`src/rtl/nbt_pkg.sv`:
```
// Package nbt_pkg
// Shared operation encoding for the SRAM control model.
// Assumes: one operation slot enters the pipeline per acting edge.
package nbt_pkg;
    typedef enum logic [1:0] {
        OP_NONE  = 2'd0,
        OP_READ  = 2'd1,
        OP_WRITE = 2'd2
    } op_kind_e;
endpackage

```
`src/rtl/nbt_pipe_mem.sv`:
```
// Module nbt_pipe_mem
// Two-stage slot pipeline, register array and read output register.
// A slot is executed when it leaves stage 2: writes take the wdata present
// at that edge, reads load the output register from the array.
// Assumes: 'step' freezes every register here when low.
module nbt_pipe_mem
    import nbt_pkg::*;
#(
    parameter int ADDR_W = 6,
    parameter int BYTES  = 4
) (
    input  logic                 clk,
    input  logic                 rst_n,
    input  logic                 step,
    input  op_kind_e             iss_op,
    input  logic [ADDR_W-1:0]    iss_addr,
    input  logic [BYTES-1:0]     iss_mask,
    input  logic [8*BYTES-1:0]   wdata,
    output logic [8*BYTES-1:0]   dout,
    output logic                 drive
);
    localparam int DW    = 8 * BYTES;
    localparam int DEPTH = 1 << ADDR_W;

    op_kind_e          s1_op, s2_op;
    logic [ADDR_W-1:0] s1_addr, s2_addr;
    logic [BYTES-1:0]  s1_mask, s2_mask;
    logic [DW-1:0]     mem [DEPTH];

    // Move slots through the two address stages.
    always_ff @(posedge clk) begin
        if (!rst_n) begin
            s1_op   <= OP_NONE;
            s2_op   <= OP_NONE;
            s1_addr <= '0;
            s2_addr <= '0;
            s1_mask <= '0;
            s2_mask <= '0;
        end else if (step) begin
            s1_op   <= iss_op;
            s1_addr <= iss_addr;
            s1_mask <= iss_mask;
            s2_op   <= s1_op;
            s2_addr <= s1_addr;
            s2_mask <= s1_mask;
        end
    end

    // Commit late write data byte by byte; clear the array on reset.
    always_ff @(posedge clk) begin
        if (!rst_n) begin
            for (int w = 0; w < DEPTH; w++) mem[w] <= '0;
        end else if (step && s2_op == OP_WRITE) begin
            for (int b = 0; b < BYTES; b++)
                if (s2_mask[b]) mem[s2_addr][8*b +: 8] <= wdata[8*b +: 8];
        end
    end

    // Load the output register for read slots; other slots turn drive off.
    always_ff @(posedge clk) begin
        if (!rst_n) begin
            dout  <= '0;
            drive <= 1'b0;
        end else if (step) begin
            drive <= (s2_op == OP_READ);
            if (s2_op == OP_READ) dout <= mem[s2_addr];
        end
    end
endmodule

```
`config.mk`:
```
export PLATFORM = sky130hd
export DESIGN_NAME = nbt_pipe_mem
export DESIGN_NICKNAME = d
export VERILOG_FILES = /design/src/rtl/nbt_pkg.sv /design/src/rtl/nbt_pipe_mem.sv
export SDC_FILE = /design/constraint.sdc
export NUM_CORES = 2
export LEC_CHECK = 0
export ABC_AREA = 1
export BUFFER_PORTS_ARGS = -buffer_cell sky130_fd_sc_hd__buf_2
export CORE_UTILIZATION = 39
export CTS_CLUSTER_DIAMETER = 50
export DETAILED_ROUTE_END_ITERATION = 16
export PLACE_DENSITY_LB_ADDON = 0.25
export SETUP_SLACK_MARGIN = 0.05
export SLEW_MARGIN = 10
export SYNTH_ARGS = -nofsm -noshare
export SYNTH_HDL_FRONTEND = slang
export SYNTH_SLANG_ARGS = --single-unit
```
`constraint.sdc`:
```
create_clock -name clk -period 2.84 [get_ports clk]
set_input_delay 0.142 -clock clk [delete_from_list [all_inputs] [get_ports clk]]
set_output_delay 0.142 -clock clk [all_outputs]
set_load 0.03 [all_outputs]
```
# Word level (Yosys, flattened, before mapping)
# Memories as Yosys holds them, arrays and structs flattened. A register that Yosys moved wholly into a read port is not among the register bits.
# Cells that the tools add are included.
[totals]
memories = 1
rom_bits = 0
latch_bits = 0
register_bits = 25
ram_bits = 2048
[op_classes]
div_mod_pow = 0
bitwise_logic = 0
reduce_logical = 4
order_cmp = 0
n_addsub = 0
n_eq_ne = 2
n_shift = 0
muxes = 20
n_mul = 0
[mem_list]
columns = ["memory", "depth", "width", "rd", "rd_ports_with_merged_regs", "write_ports", "line_no", "rtl"]
rows = [
  ["mem", 64, 32, 1, 1, 64, "nbt_pipe_mem.sv:28", "logic [DW-1:0] mem [DEPTH];"],
]
[op_table]
columns = ["cell", "count"]
rows = [
  ["32-bit 2-to-1 mux", 1],
  ["32-bit OR reduction", 1],
  ["1-bit 2-to-1 mux", 17],
  ["6-bit 2-to-1 mux", 1],
  ["4-bit 2-to-1 mux", 1],
  ["2-bit by 1-bit == test with 1-bit output (second input constant)", 1],
  ["2-bit == test (second input constant)", 1],
  ["2-bit AND reduction", 1],
  ["1-bit logical AND", 1],
  ["1-bit zero test", 1],
]

# Longest topological paths before layout
[logic_depth]
word_depth = 7
ltp_mapped = 17
depth_no_buf = 13

# Least setup slack after synthesis
# Ideal clock, no wire load.
[synth_path]
path_type = "flip-flop to flip-flop"
from = "register s2_addr[0]"
to = "memory mem[12][10] in the netlist's numbering (enable)"
path_stages_with_launch = 10
setup_slack_ps = 773
arrival_ps = 1738
t_required_ps = 2511
setup_time_ps = 329
path_cell_list = "dfxtp_1 -> buf_4 -> inv_2 -> buf_2 -> buf_4 -> buf_4 -> nand2_4 -> nor2_2 -> nand2_2 -> nand2_1"
[synth_rtl]
columns = ["element", "line_no", "rtl"]
rows = [
  ["from (decl)", "nbt_pipe_mem.sv:26", "logic [ADDR_W-1:0] s1_addr, s2_addr;"],
  ["from (signal assigned)", "nbt_pipe_mem.sv:44", "s2_addr <= s1_addr;"],
  ["to (decl)", "nbt_pipe_mem.sv:28", ""],
]

==> results.toml <==
[status]
status = "complete, but fails checks"
violations = "hold timing"

[yosys]
syn_inst = 11500
synth.most_common_cell = "nand2_1"
netlist_area_um2 = 99000
synthFlopType = "edfxtp_1"
yosys-top-cells-count = "nand2_1, nor2_1, edfxtp_1"
synth_area_leaders = "edfxtp_1, nand2_1, nor2_1, clkbuf_1, dfxtp_1"
synth_nets = 11600
async_flop_share = 0
yosys_register_bits = 2105
yosys.area.top_type = "edfxtp_1"
syn_avg_cell_area_um2 = 8.60
yosysTopAreaCellShare = 0.621
synth_cell_type_count = 23
synth_edf_count = 2048
yosys_warnings = 0
yosysSeqAreaShare = 0.633

[pwr]
powerDensity_nw_per_um2 = 643
peakVddDrop_mv = 0.543
leakage_nw = 50.9
total_power_mw = 72.9

[sta]
hold_viol_final = 2
skew_ns = 0.0434
worstMarginPinSlew_ns = 1.17
fin_crit_ns = 2.79
maxSlewHeadroom = 0.217
min_period_over_period = 0.984
whs_ns = -0.0105
slew_violations = 0
fmax_ghz = 0.358
rsz0062_at_grt = "true"
setup_tns_ns = 0
setup_violations = 0

[grt]
grt_pass1_vias = 74200
grt_max_degree = 172
overflow = 0
grt_use_total = 0.244
grt_pass1_wl_mm = 468
antenna_found_initial = 6

[clock_tree]
cts_buffers = 241
cts.path.max_buffers = 3
post-cts-setup-buffers = 0
cts_htree_levels = 4
cts_tree = "yes"
clk_pin_slew_worst_paths_ns = 0.06
cts-root-buf = "clkbuf_16"
clock_latency_ns = 0.92
cts_sinks = 2105

[worst_setup_path]
cp_data_arrival_time_ns = 3.37
cp_max_fo = 8
crit_type = "reg2reg"
cp_data_required_time_ns = 3.42
start_kind = "flop"
cp-end-kind = "flop"

[floorplan]
die_height_um = 506
core-area_um2 = 252000
io_pins = 80
die_w_um = 506
fp.dieArea_um2 = 256000
row_count = 184
initial_core_util = 0.393

[final_layout]
fillCellCount = 24200
finalNetCount = 11600
area_delta_synth_final_pct = 14.6
drive_gt1_frac = 0.0874

[route]
wl_mm = 319
drtIter0Drc = 9031
drt_first_pass_iters = 6
ant_nets = 0
via_count = 77700
via_per_inst = 5.13
drc = 0
detail_route.wl_per_cell_um = 21.1

[place]
post-dp-hpwl_mm = 208
place.gp.congestion = 0.904
port_buffers = 79

[flow_run]
max_cap_viol_count = 0

[min_path]
min_path_type = "in2reg"
## per-layer routing
| metal | global-route usage | vias up | part of all wire |
|---|---|---|---|
| met5 | 0 | - | 0 |
| met4 | 0.0942 | 0 | 0.038 |
| met3 | 0.0309 | 488 | 0.077 |
| met2 | 0.395 | 3139 | 0.46 |
| met1 | 0.335 | 37600 | 0.42 |
| li1 | - | 36500 | - |
## through the flow
stage	std cells	hold WS (ns)	instance area (µm²)	setup WS (ns)	util
6_report	15100	-0.0105	113000	0.0466	0.451
5_1_grt	15100	0.0246	113000	0.0415	0.450
4_1_cts	15100	0.00345	113000	0.0805	0.450
3_5_place_dp	14600	0.372	105000	-0.0663	0.416
3_3_place_gp	14600	0.367	105000	-0.0195	0.416
2_1_floorplan	11500	0.277	99000	0.773	-
## area by class of cell
| cell class | instances | area [µm²] | area share |
|---|---|---|---|
| well taps | 3348 | 4190 | 0.0369 |
| multi-input cells | 8611 | 33200 | 0.293 |
| flip-flops and latches | 2105 | 62700 | 0.552 |
| clock buffers | 295 | 6410 | 0.0565 |
| repair buffers | 495 | 4900 | 0.0432 |
| clock inverters | 156 | 1610 | 0.0142 |
| diodes | 5 | 12.5 | 0.000110 |
| inverters | 120 | 483 | 0.00426 |
## logic make-up after synthesis
| kind of cell | count (synthesis) | share of synthesized area |
|---|---|---|
| and+or+nand+nor | 8550 | 0.331 |
| DFF | 2105 | 0.633 |
| buffers and inverters | 800 | 0.0324 |
| AOI/OAI and AO/OA | 61 | 0.00329 |
## power by group
group	switching (mW)	leakage [nW]	internal, mW
clock network	13.3	3.88	18.2
logic	4.70	25.5	1.44
registers	0.361	21.6	35.0
total	18.3	50.9	54.6
## critical path, stage by stage (launching register included)
cell and delay, ns:
dfxtp_1 0.56, inv_2 0.19, nor3_4 0.17, inv_2 0.13, nor2_2 0.68, nand2_1 0.35, nand2_1 0.39
## cell usage in the layout (no fill, tap or decap), types with 17 or more instances in the layout
| cell | synthesis | routed |
|---|---|---|
| a21oi_1 | 17 | 17 |
| buf_12 | 0 | 97 |
| buf_2 | 147 | 78 |
| buf_4 | 6 | 254 |
| bufinv_16 | 0 | 22 |
| clkbuf_1 | 483 | 43 |
| clkbuf_16 | 0 | 247 |
| clkinv_1 | 0 | 35 |
| clkinv_2 | 0 | 44 |
| clkinvlp_4 | 0 | 19 |
| dfxtp_1 | 57 | 54 |
| dlygate4sd3_1 | 0 | 65 |
| edfxtp_1 | 2048 | 2048 |
| inv_1 | 74 | 72 |
| inv_2 | 46 | 37 |
| inv_6 | 0 | 17 |
| nand2_1 | 6083 | 6083 |
| nand2_2 | 103 | 103 |
| nand3_1 | 53 | 53 |
| nor2_1 | 2240 | 2237 |
| nor2_2 | 29 | 23 |
| nor2_4 | 25 | 34 |
| o21ai_0 | 36 | 36 |
## flip-flops by register name (all words and copies together), names as in the netlist
name	count
s2_addr	6
s1_mask	4
s2_mask	4
s1_addr	6
s2_op	2
mem	2048
dout	32
drive	1
s1_op	2
## final timing paths
| path | from | to | slack, ns | depth (start not counted) |
|---|---|---|---|---|
| hold reg to reg | s1_mask[2]$_SDFFE_PN0P_ | s2_mask[2]$_SDFFE_PN0P_ | 0.51 | 2 |
| setup reg to reg | s2_addr[5]$_SDFFE_PN0P_ | mem[32][19]$_SDFFCE_PN0P_ | 0.05 | 6 |
| setup / recovery | s2_addr[5]$_SDFFE_PN0P_ | mem[32][19]$_SDFFCE_PN0P_ | 0.05 | 6 |
| hold / removal | wdata[16] | mem[1][16]$_SDFFCE_PN0P_ | -0.01 | 4 |
## timing repair
item,in CTS,in global routing
setup endpoints to repair,32,32
hold buffers,65,0
gates resized for setup,2,3
hold endpoints to repair,820,0
No activity file was read; power rests on OpenSTA's default activity.
